<file path="src/rtl/dcm_pkg.sv">
package dcm_pkg;

   localparam int HB_HIST  = 6;   // stored half-band history, x[n-1..n-6]
   localparam int RS_HIST  = 3;   // stored resampler history, x[n-1..n-3]
   localparam int GUARD    = 6;   // accumulator growth bits
   localparam int NLANE    = 2;   // I and Q

   typedef enum logic [2:0] {
      OSR_2  = 3'd0,
      OSR_3  = 3'd1,
      OSR_4  = 3'd2,
      OSR_6  = 3'd3,
      OSR_8  = 3'd4,
      OSR_12 = 3'd5,
      OSR_16 = 3'd6
   } osr_e;

   typedef struct packed {
      logic drop;
      logic hb_a;
      logic hb_b;
      logic rs;
   } stage_en_t;

   function automatic stage_en_t decode_mode(input logic [2:0] m);
      stage_en_t e;
      e = '0;
      case (osr_e'(m))
         OSR_3:  e.rs = 1'b1;
         OSR_4:  e.hb_a = 1'b1;
         OSR_6:  begin e.hb_a = 1'b1; e.rs = 1'b1; end
         OSR_8:  begin e.hb_a = 1'b1; e.hb_b = 1'b1; end
         OSR_12: begin e.drop = 1'b1; e.hb_a = 1'b1; e.rs = 1'b1; end
         OSR_16: begin e.drop = 1'b1; e.hb_a = 1'b1; e.hb_b = 1'b1; end
         default: e = '0;
      endcase
      return e;
   endfunction

endpackage

</file>
<file path="src/rtl/dcm_drop2.sv">
module dcm_drop2 #(
   parameter int W   = 12,
   parameter int NCH = 2
) (
   input  logic                    clk,
   input  logic                    rst_n,
   input  logic                    en,
   input  logic                    flush,
   input  logic                    in_vld,
   input  logic [NCH-1:0][W-1:0]   in_d,
   output logic                    out_vld,
   output logic [NCH-1:0][W-1:0]   out_d
);

   if (W < 4) begin : g_bad_w
      $error("dcm_drop2: W must be at least 4");
   end

   logic                  odd_q;
   logic                  vld_q;
   logic [NCH-1:0][W-1:0] dat_q;

   always_ff @(posedge clk) begin
      if (!rst_n || flush) begin
         odd_q <= 1'b0;
         vld_q <= 1'b0;
         dat_q <= '0;
      end else if (en && in_vld) begin
         odd_q <= ~odd_q;
         vld_q <= ~odd_q;
         if (!odd_q) dat_q <= in_d;
      end else begin
         vld_q <= 1'b0;
      end
   end

   assign out_vld = en ? vld_q : in_vld;
   assign out_d   = en ? dat_q : in_d;

   assert_drop_alt_R3: assert property (@(posedge clk) disable iff (!rst_n)
      vld_q |=> !vld_q);

endmodule

</file>
<file path="src/rtl/dcm_halfband.sv">
module dcm_halfband #(
   parameter int W   = 12,
   parameter int NCH = 2
) (
   input  logic                    clk,
   input  logic                    rst_n,
   input  logic                    en,
   input  logic                    flush,
   input  logic                    in_vld,
   input  logic [NCH-1:0][W-1:0]   in_d,
   output logic                    out_vld,
   output logic [NCH-1:0][W-1:0]   out_d
);
   import dcm_pkg::*;

   localparam int AW = W + GUARD;
   localparam int NT = HB_HIST;
   localparam logic signed [AW-1:0] HI = {{(AW-W+1){1'b0}}, {(W-1){1'b1}}};
   localparam logic signed [AW-1:0] LO = {{(AW-W+1){1'b1}}, {(W-1){1'b0}}};

   if (W < 4) begin : g_bad_w
      $error("dcm_halfband: W must be at least 4");
   end

   function automatic logic signed [AW-1:0] sx(input logic [W-1:0] v);
      return AW'($signed(v));
   endfunction

   function automatic logic [W-1:0] clip(input logic signed [AW-1:0] v);
      if (v > HI)      return HI[W-1:0];
      else if (v < LO) return LO[W-1:0];
      else             return v[W-1:0];
   endfunction

   // x0 newest, x2/x4 side taps, x3 centre, x6 oldest
   function automatic logic [W-1:0] hb_calc(input logic [W-1:0] x0, input logic [W-1:0] x2,
                                            input logic [W-1:0] x3, input logic [W-1:0] x4,
                                            input logic [W-1:0] x6);
      logic signed [AW-1:0] acc;
      acc = (sx(x3) <<< 4) + (sx(x2) <<< 3) + sx(x2) + (sx(x4) <<< 3) + sx(x4)
            - sx(x0) - sx(x6);
      return clip(acc >>> 5);
   endfunction

   logic [NCH-1:0][NT-1:0][W-1:0] tap_q;
   logic                          ph_q;
   logic                          vld_q;
   logic [NCH-1:0][W-1:0]         dat_q;
   logic [NCH-1:0][W-1:0]         res;

   always_comb begin
      for (int c = 0; c < NCH; c++) begin
         res[c] = hb_calc(in_d[c], tap_q[c][1], tap_q[c][2], tap_q[c][3], tap_q[c][5]);
      end
   end

   always_ff @(posedge clk) begin
      if (!rst_n || flush) begin
         tap_q <= '0;
         ph_q  <= 1'b0;
         vld_q <= 1'b0;
         dat_q <= '0;
      end else if (en && in_vld) begin
         for (int c = 0; c < NCH; c++) begin
            tap_q[c] <= {tap_q[c][NT-2:0], in_d[c]};
         end
         ph_q  <= ~ph_q;
         vld_q <= ph_q;
         if (ph_q) dat_q <= res;
      end else begin
         vld_q <= 1'b0;
      end
   end

   assign out_vld = en ? vld_q : in_vld;
   assign out_d   = en ? dat_q : in_d;

   assert_hb_alt_R4: assert property (@(posedge clk) disable iff (!rst_n)
      vld_q |=> !vld_q);
   assert_hb_src_R4: assert property (@(posedge clk) disable iff (!rst_n)
      vld_q |-> $past(in_vld && en));

endmodule

</file>
<file path="src/rtl/dcm_resamp32.sv">
module dcm_resamp32 #(
   parameter int W   = 12,
   parameter int NCH = 2
) (
   input  logic                    clk,
   input  logic                    rst_n,
   input  logic                    en,
   input  logic                    flush,
   input  logic                    in_vld,
   input  logic [NCH-1:0][W-1:0]   in_d,
   output logic                    out_vld,
   output logic [NCH-1:0][W-1:0]   out_d
);
   import dcm_pkg::*;

   localparam int AW = W + GUARD;
   localparam int NT = RS_HIST;
   localparam logic signed [AW-1:0] HI = {{(AW-W+1){1'b0}}, {(W-1){1'b1}}};
   localparam logic signed [AW-1:0] LO = {{(AW-W+1){1'b1}}, {(W-1){1'b0}}};

   if (W < 4) begin : g_bad_w
      $error("dcm_resamp32: W must be at least 4");
   end

   function automatic logic signed [AW-1:0] sx(input logic [W-1:0] v);
      return AW'($signed(v));
   endfunction

   function automatic logic [W-1:0] clip(input logic signed [AW-1:0] v);
      if (v > HI)      return HI[W-1:0];
      else if (v < LO) return LO[W-1:0];
      else             return v[W-1:0];
   endfunction

   // late selects the second branch: heavy weight on x[n-2] instead of x[n-1]
   function automatic logic [W-1:0] rs_calc(input logic [W-1:0] x0, input logic [W-1:0] x1,
                                            input logic [W-1:0] x2, input logic [W-1:0] x3,
                                            input logic late);
      logic signed [AW-1:0] near, far, acc;
      near = late ? sx(x2) : sx(x1);
      far  = late ? sx(x1) : sx(x2);
      acc  = (sx(x0) <<< 1) + (near <<< 3) + (near <<< 2) + (far <<< 3) + (sx(x3) <<< 1);
      return clip(acc >>> 4);
   endfunction

   logic [NCH-1:0][NT-1:0][W-1:0] tap_q;
   logic [1:0]                    ph_q;
   logic                          vld_q;
   logic [NCH-1:0][W-1:0]         dat_q;
   logic [NCH-1:0][W-1:0]         res;

   always_comb begin
      for (int c = 0; c < NCH; c++) begin
         res[c] = rs_calc(in_d[c], tap_q[c][0], tap_q[c][1], tap_q[c][2], ph_q[1]);
      end
   end

   always_ff @(posedge clk) begin
      if (!rst_n || flush) begin
         tap_q <= '0;
         ph_q  <= 2'd0;
         vld_q <= 1'b0;
         dat_q <= '0;
      end else if (en && in_vld) begin
         for (int c = 0; c < NCH; c++) begin
            tap_q[c] <= {tap_q[c][NT-2:0], in_d[c]};
         end
         ph_q  <= (ph_q == 2'd2) ? 2'd0 : ph_q + 2'd1;
         vld_q <= (ph_q != 2'd0);
         if (ph_q != 2'd0) dat_q <= res;
      end else begin
         vld_q <= 1'b0;
      end
   end

   assign out_vld = en ? vld_q : in_vld;
   assign out_d   = en ? dat_q : in_d;

   assert_rs_gap_R5: assert property (@(posedge clk) disable iff (!rst_n)
      (vld_q && $past(vld_q)) |=> !vld_q);
   assert_rs_phase_R5: assert property (@(posedge clk) disable iff (!rst_n)
      ph_q != 2'd3);

endmodule

</file>
<file path="src/rtl/dcm_gain.sv">
module dcm_gain #(
   parameter int W   = 12,
   parameter int NCH = 2
) (
   input  logic                    clk,
   input  logic                    rst_n,
   input  logic                    flush,
   input  logic                    scale,
   input  logic                    in_vld,
   input  logic [NCH-1:0][W-1:0]   in_d,
   output logic                    out_vld,
   output logic [NCH-1:0][W-1:0]   out_d
);
   import dcm_pkg::*;

   localparam int AW = W + GUARD;
   localparam logic signed [AW-1:0] HI = {{(AW-W+1){1'b0}}, {(W-1){1'b1}}};
   localparam logic signed [AW-1:0] LO = {{(AW-W+1){1'b1}}, {(W-1){1'b0}}};

   if (W < 4) begin : g_bad_w
      $error("dcm_gain: W must be at least 4");
   end

   function automatic logic [W-1:0] clip(input logic signed [AW-1:0] v);
      if (v > HI)      return HI[W-1:0];
      else if (v < LO) return LO[W-1:0];
      else             return v[W-1:0];
   endfunction

   // 11/16 undoes most of the resampler's 3/2 gain
   function automatic logic [W-1:0] trim(input logic [W-1:0] v);
      logic signed [AW-1:0] e, p;
      e = AW'($signed(v));
      p = (e <<< 3) + (e <<< 1) + e;
      return clip(p >>> 4);
   endfunction

   logic                  vld_q;
   logic [NCH-1:0][W-1:0] dat_q;
   logic [NCH-1:0][W-1:0] res;

   always_comb begin
      for (int c = 0; c < NCH; c++) begin
         res[c] = scale ? trim(in_d[c]) : in_d[c];
      end
   end

   always_ff @(posedge clk) begin
      if (!rst_n || flush) begin
         vld_q <= 1'b0;
         dat_q <= '0;
      end else begin
         vld_q <= in_vld;
         if (in_vld) dat_q <= res;
      end
   end

   assign out_vld = vld_q;
   assign out_d   = dat_q;

endmodule

</file>
<file path="src/rtl/dcm_chain.sv">
module dcm_chain #(
   parameter int W = 12
) (
   input  logic                clk,
   input  logic                rst_n,
   input  logic [2:0]          mode,
   input  logic                in_valid,
   input  logic signed [W-1:0] in_i,
   input  logic signed [W-1:0] in_q,
   output logic                out_valid,
   output logic signed [W-1:0] out_i,
   output logic signed [W-1:0] out_q
);
   import dcm_pkg::*;

   localparam int NCH = NLANE;
   localparam int NST = 4;   // dropper, two half-bands, resampler

   if (W < 4 || W > 24) begin : g_bad_w
      $error("dcm_chain: W must lie in 4..24");
   end

   logic [2:0]            mode_q;
   logic                  flush;
   stage_en_t             en;
   logic [1:0]            hb_en;
   logic [NST:0]          vld_c;
   logic [NCH-1:0][W-1:0] dat_c [NST+1];
   logic [NCH-1:0][W-1:0] res_d;
   logic                  res_v;

   always_ff @(posedge clk) begin
      if (!rst_n) mode_q <= 3'd0;
      else        mode_q <= mode;
   end

   assign flush    = (mode != mode_q);
   assign en       = decode_mode(mode_q);
   assign hb_en    = {en.hb_b, en.hb_a};
   assign vld_c[0] = in_valid && !flush;
   assign dat_c[0] = {in_q, in_i};

   dcm_drop2 #(.W(W), .NCH(NCH)) u_drop (
      .clk(clk), .rst_n(rst_n), .en(en.drop), .flush(flush),
      .in_vld(vld_c[0]), .in_d(dat_c[0]), .out_vld(vld_c[1]), .out_d(dat_c[1]));

   for (genvar g = 0; g < 2; g++) begin : g_hb
      dcm_halfband #(.W(W), .NCH(NCH)) u_hb (
         .clk(clk), .rst_n(rst_n), .en(hb_en[g]), .flush(flush),
         .in_vld(vld_c[g+1]), .in_d(dat_c[g+1]),
         .out_vld(vld_c[g+2]), .out_d(dat_c[g+2]));
   end

   dcm_resamp32 #(.W(W), .NCH(NCH)) u_rs (
      .clk(clk), .rst_n(rst_n), .en(en.rs), .flush(flush),
      .in_vld(vld_c[3]), .in_d(dat_c[3]), .out_vld(vld_c[4]), .out_d(dat_c[4]));

   dcm_gain #(.W(W), .NCH(NCH)) u_gain (
      .clk(clk), .rst_n(rst_n), .flush(flush), .scale(en.rs),
      .in_vld(vld_c[NST]), .in_d(dat_c[NST]), .out_vld(res_v), .out_d(res_d));

   assign out_valid = res_v;
   assign out_i     = $signed(res_d[0]);
   assign out_q     = $signed(res_d[1]);

   assert_flush_quiet_R8: assert property (@(posedge clk) disable iff (!rst_n)
      flush |=> !out_valid);
   assert_bypass_follow_R7: assert property (@(posedge clk) disable iff (!rst_n)
      (mode_q == 3'd0 && !flush) |=> (out_valid == $past(in_valid)));
   assert_reset_quiet_R1: assert property (@(posedge clk)
      !rst_n |=> !out_valid);

endmodule

</file>
<file path="config.mk">
export PLATFORM = sky130hd
export DESIGN_NAME = dcm_chain
export DESIGN_NICKNAME = d
export VERILOG_FILES = /design/src/rtl/dcm_pkg.sv /design/src/rtl/dcm_drop2.sv /design/src/rtl/dcm_halfband.sv /design/src/rtl/dcm_resamp32.sv /design/src/rtl/dcm_gain.sv /design/src/rtl/dcm_chain.sv
export SDC_FILE = /design/constraint.sdc
export NUM_CORES = 2
export LEC_CHECK = 0
export ABC_AREA = 1
export BUFFER_PORTS_ARGS = -buffer_cell sky130_fd_sc_hd__buf_2
export CORE_MARGIN = 5
export CORE_UTILIZATION = 50
export DETAILED_ROUTE_END_ITERATION = 8
export PLACE_DENSITY = 0.63
export RECOVER_POWER = 100
export SKIP_CTS_REPAIR_TIMING = 1
export SYNTH_ARGS = -nofsm -noshare
export SYNTH_HDL_FRONTEND = slang
export SYNTH_SLANG_ARGS = --single-unit
export TNS_END_PERCENT = 1
</file>
<file path="constraint.sdc">
create_clock -name clk -period 5.9 [get_ports clk]
set_input_delay 0.295 -clock clk [delete_from_list [all_inputs] [get_ports clk]]
set_output_delay 0.295 -clock clk [all_outputs]
set_load 0.02 [all_outputs]
</file>
==> flow_summary.toml <==
[sta]
clock-skew-final_ps = 19.1
drv_slew = 410
hold_slack_ps = -17.1
period_needed_ps = 5630
relSlewSlack_pct = -108
fmax_ghz = 0.178
fin_crit_sh_pct = 95.4
worst_slew_pin_slew_ps = 3110
hold_viol = 2
fin_tns_setup_ps = 0
finalSetupViolCount = 0

[worst_setup_path]
endpoint_kind = "flip-flop"
crit_fanout = 14
critPathRequiredTime_ps = 6410
worstSetupPathType = "reg -> reg"
reg2reg_to = "g_hb[1].u_hb.dat_q[10]"
ff2ff_path_depth = 22
r2r_start = "mode_q[0]"
regToRegSetupSlack_ps = 270
crit_path_start_kind = "flip-flop"
critPathArrivalTime_ps = 6140

[pwr]
p_sw_w = 0.00339
combPwrFrac_pct = 30.5
power_density_mw_per_mm2 = 287
swShare_pct = 33.4
clock_power_share_pct = 36.5
p_total_w = 0.0102
p_seq_share_pct = 33.0
p_int_w = 0.00676
ir_drop_v = 0.000223
p_leak_nw = 15.3

[finish]
antenna_cells = 0
drive_gt1_share_pct = 6.16
area_growth_pct = 9.65
nFillCells = 6084
nets = 4467

[worst_hold_path]
hold_path_depth = 3
min_from = "in_q[10]"
hold_path.class = "in -> reg"
hold-path-endpoint = "u_drop.dat_q[22]"

[die]
fp.dieH_um = 264
boundaryPins = 55
initial_core_util_pct = 50.2
dieArea_mm2 = 0.0697
num_rows = 93
die_w_um = 264
core_area_mm2 = 0.0642

[synth]
synth_edf_count = 0
synth.most_common_cell = "inv_1"
synthMuxAreaShare_pct = 0.0310
synth_top_family_by_area = "adder cells"
ys_ff_latch = 493
synthTopCellsByArea = "dfxtp_1 31%, fa_1 22%, o21ai_0 8.3%"
postSynthAreaPerCell_um2 = 8.21
synth_top_cell_area_share_pct = 30.6
synth_area_mm2 = 0.0323
synth-async-reset-ratio_pct = 0
synth-xor-area-share_pct = 2.03
synth_area_leader_cell = "dfxtp_1"
synth_compound_area_share_pct = 17.8
syn-instance-count = 3931
synth_nets = 4463
synthFlopType = "dfxtp_1"
ys_types = 52
synth_common_cells = "558 x inv_1, 534 x o21ai_0, 499 x nand2_1"
synthAdderAreaFrac_pct = 27.6
ys_seq_area_share_pct = 30.6
synth_simple_gate_area_share_pct = 13.0
yosys_warnings = 0

[clocking]
cts_tree = "done"
numCtsBuffers = 56
clkSlewWorstSetupHoldPaths_ps = 60
htree_levels = 2
worstSkewPairLatency_ps = 630
clkSinkCount = 493
clock_path_buffers = 3
clock-root-buffer = "clkbuf_16"

[status]
violations = "negative hold slack, max-capacitance violations, max-slew violations"
status = "finished with violations"

[detailed_routing]
via_count = 24900
wl_per_cell_um = 15.4
via_per_inst = 5.16
ant_nets = 0
wirelength_mm = 74.6
drt-initial-drc-count = 1460
drc = 0
dr.pass1.iters = 6

[grt]
grt_max_degree = 177
grt_pass1_vias = 24100
grt-ovfl-total = 0
grt_pass1_wl_mm = 125
grtUsageTotal_pct = 21.4
antenna_found_initial = 0

[run]
maxCapViolCount = 5

[placement]
post-dp-hpwl_mm = 55.8
io_buffers = 54
globalplace.congestion = 0.864
-- power groups by stage --
stage	Sequential, W	Clock [W]	Combinational (W)
5_1_grt	0.00335	0.00394	0.00358
2_1_floorplan	0.00343	0	0.00243
3_5_place_dp	0.00343	0	0.00305
3_3_place_gp	0.00343	0	0.00303
6_report	0.00335	0.00370	0.00309
4_1_cts	0.00335	0.00379	0.00308
-- state kept, by name, summed over array words and instances, names as in the netlist, 3 cells and up --
name and count:
mode_q 3, u_rs.tap_q 72, u_gain.out_d 24, u_rs.dat_q 24
g_hb.u_hb.tap_q 288, g_hb.u_hb.dat_q 48, u_drop.dat_q 24
-- critical path, cell delays in order (launching register included) --
cell and delay [ps]:
dfxtp_2 400, inv_2 70, nand3_4 110, nand2_4 170, o21ai_0 510, nand2_1 90, o21ai_0 130, inv_1 120
fa_1 540, fa_1 530, fa_1 510, fa_1 510, inv_1 40, ha_1 350, a21oi_1 130, o21ai_0 120
a221oi_1 270, nand2_1 130, xor2_2 290, nand2_2 150, nand2_2 160, o21bai_1 140, nand2_1 70
-- worst max-delay path by stage --
stage / slack, ps / start / to
after floorplan: 550 / mode_q[0] / g_hb[1].u_hb.dat_q[10]
after global placement: 140 / mode_q[0] / g_hb[1].u_hb.dat_q[21]
after detailed placement: 60 / mode_q[1] / g_hb[1].u_hb.dat_q[15]
after CTS: 3 / mode_q[1] / g_hb[1].u_hb.dat_q[15]
after global routing: -70 / mode_q[1] / g_hb[1].u_hb.dat_q[10]
final: 270 / mode_q[0] / g_hb[1].u_hb.dat_q[10]
-- logic make-up (layout without fill, tap and decap cells) --
logic type	after synthesis	after routing
muxes	1	1
DFF	493	493
and+or+nand+nor	1010	1011
AOI/OAI and AO/OA	1104	1104
adders and majority gates	502	502
buffers and inverters	747	795
xor gates and xnor gates	74	74
-- layout by cell type, fill, tap and decap left out, types with 42 or more instances in the layout --
cell type / instances
inv_1: 557
o21ai_0: 529
nand2_1: 498
dfxtp_1: 490
a21oi_1: 465
fa_1: 350
nor2_1: 317
ha_1: 152
nand3_1: 109
clkbuf_16: 57
clkbuf_1: 47
o21ai_1: 42
-- per-layer routing --
metal	GRT usage [%]	wire, µm	vias to the layer above
met5	0	0	-
met2	34.7	34500	391
met3	2.55	2670	95
met1	31.0	36000	11800
met4	4.94	1480	0
li1	-	-	12700
-- through the flow --
step                      cell area, µm²  setup slack (ps)  hold WS, ps  util (%)  std cells
after CTS                          35300              2.74         -130      54.9       4823
final                              35400               272        -17.1      55.1       4835
after global placement             33300               144          434      51.8       4720
after floorplan                    32300               549          388         -       3931
after detailed placement           33300              61.4          439      51.8       4720
after global routing               35400             -66.9         4.99      55.1       4835
-- cell type report --
type	count	area, µm²	area share, %
Inverter	573	2160	6.11
Multi-Input combinational cell	2692	19600	55.3
Timing Repair Buffer	119	724	2.05
Clock inverter	22	324	0.916
Tap cell	855	1070	3.02
Sequential cell	493	9880	27.9
Clock buffer	81	1650	4.65
Power figures use the tool's default switching activity.
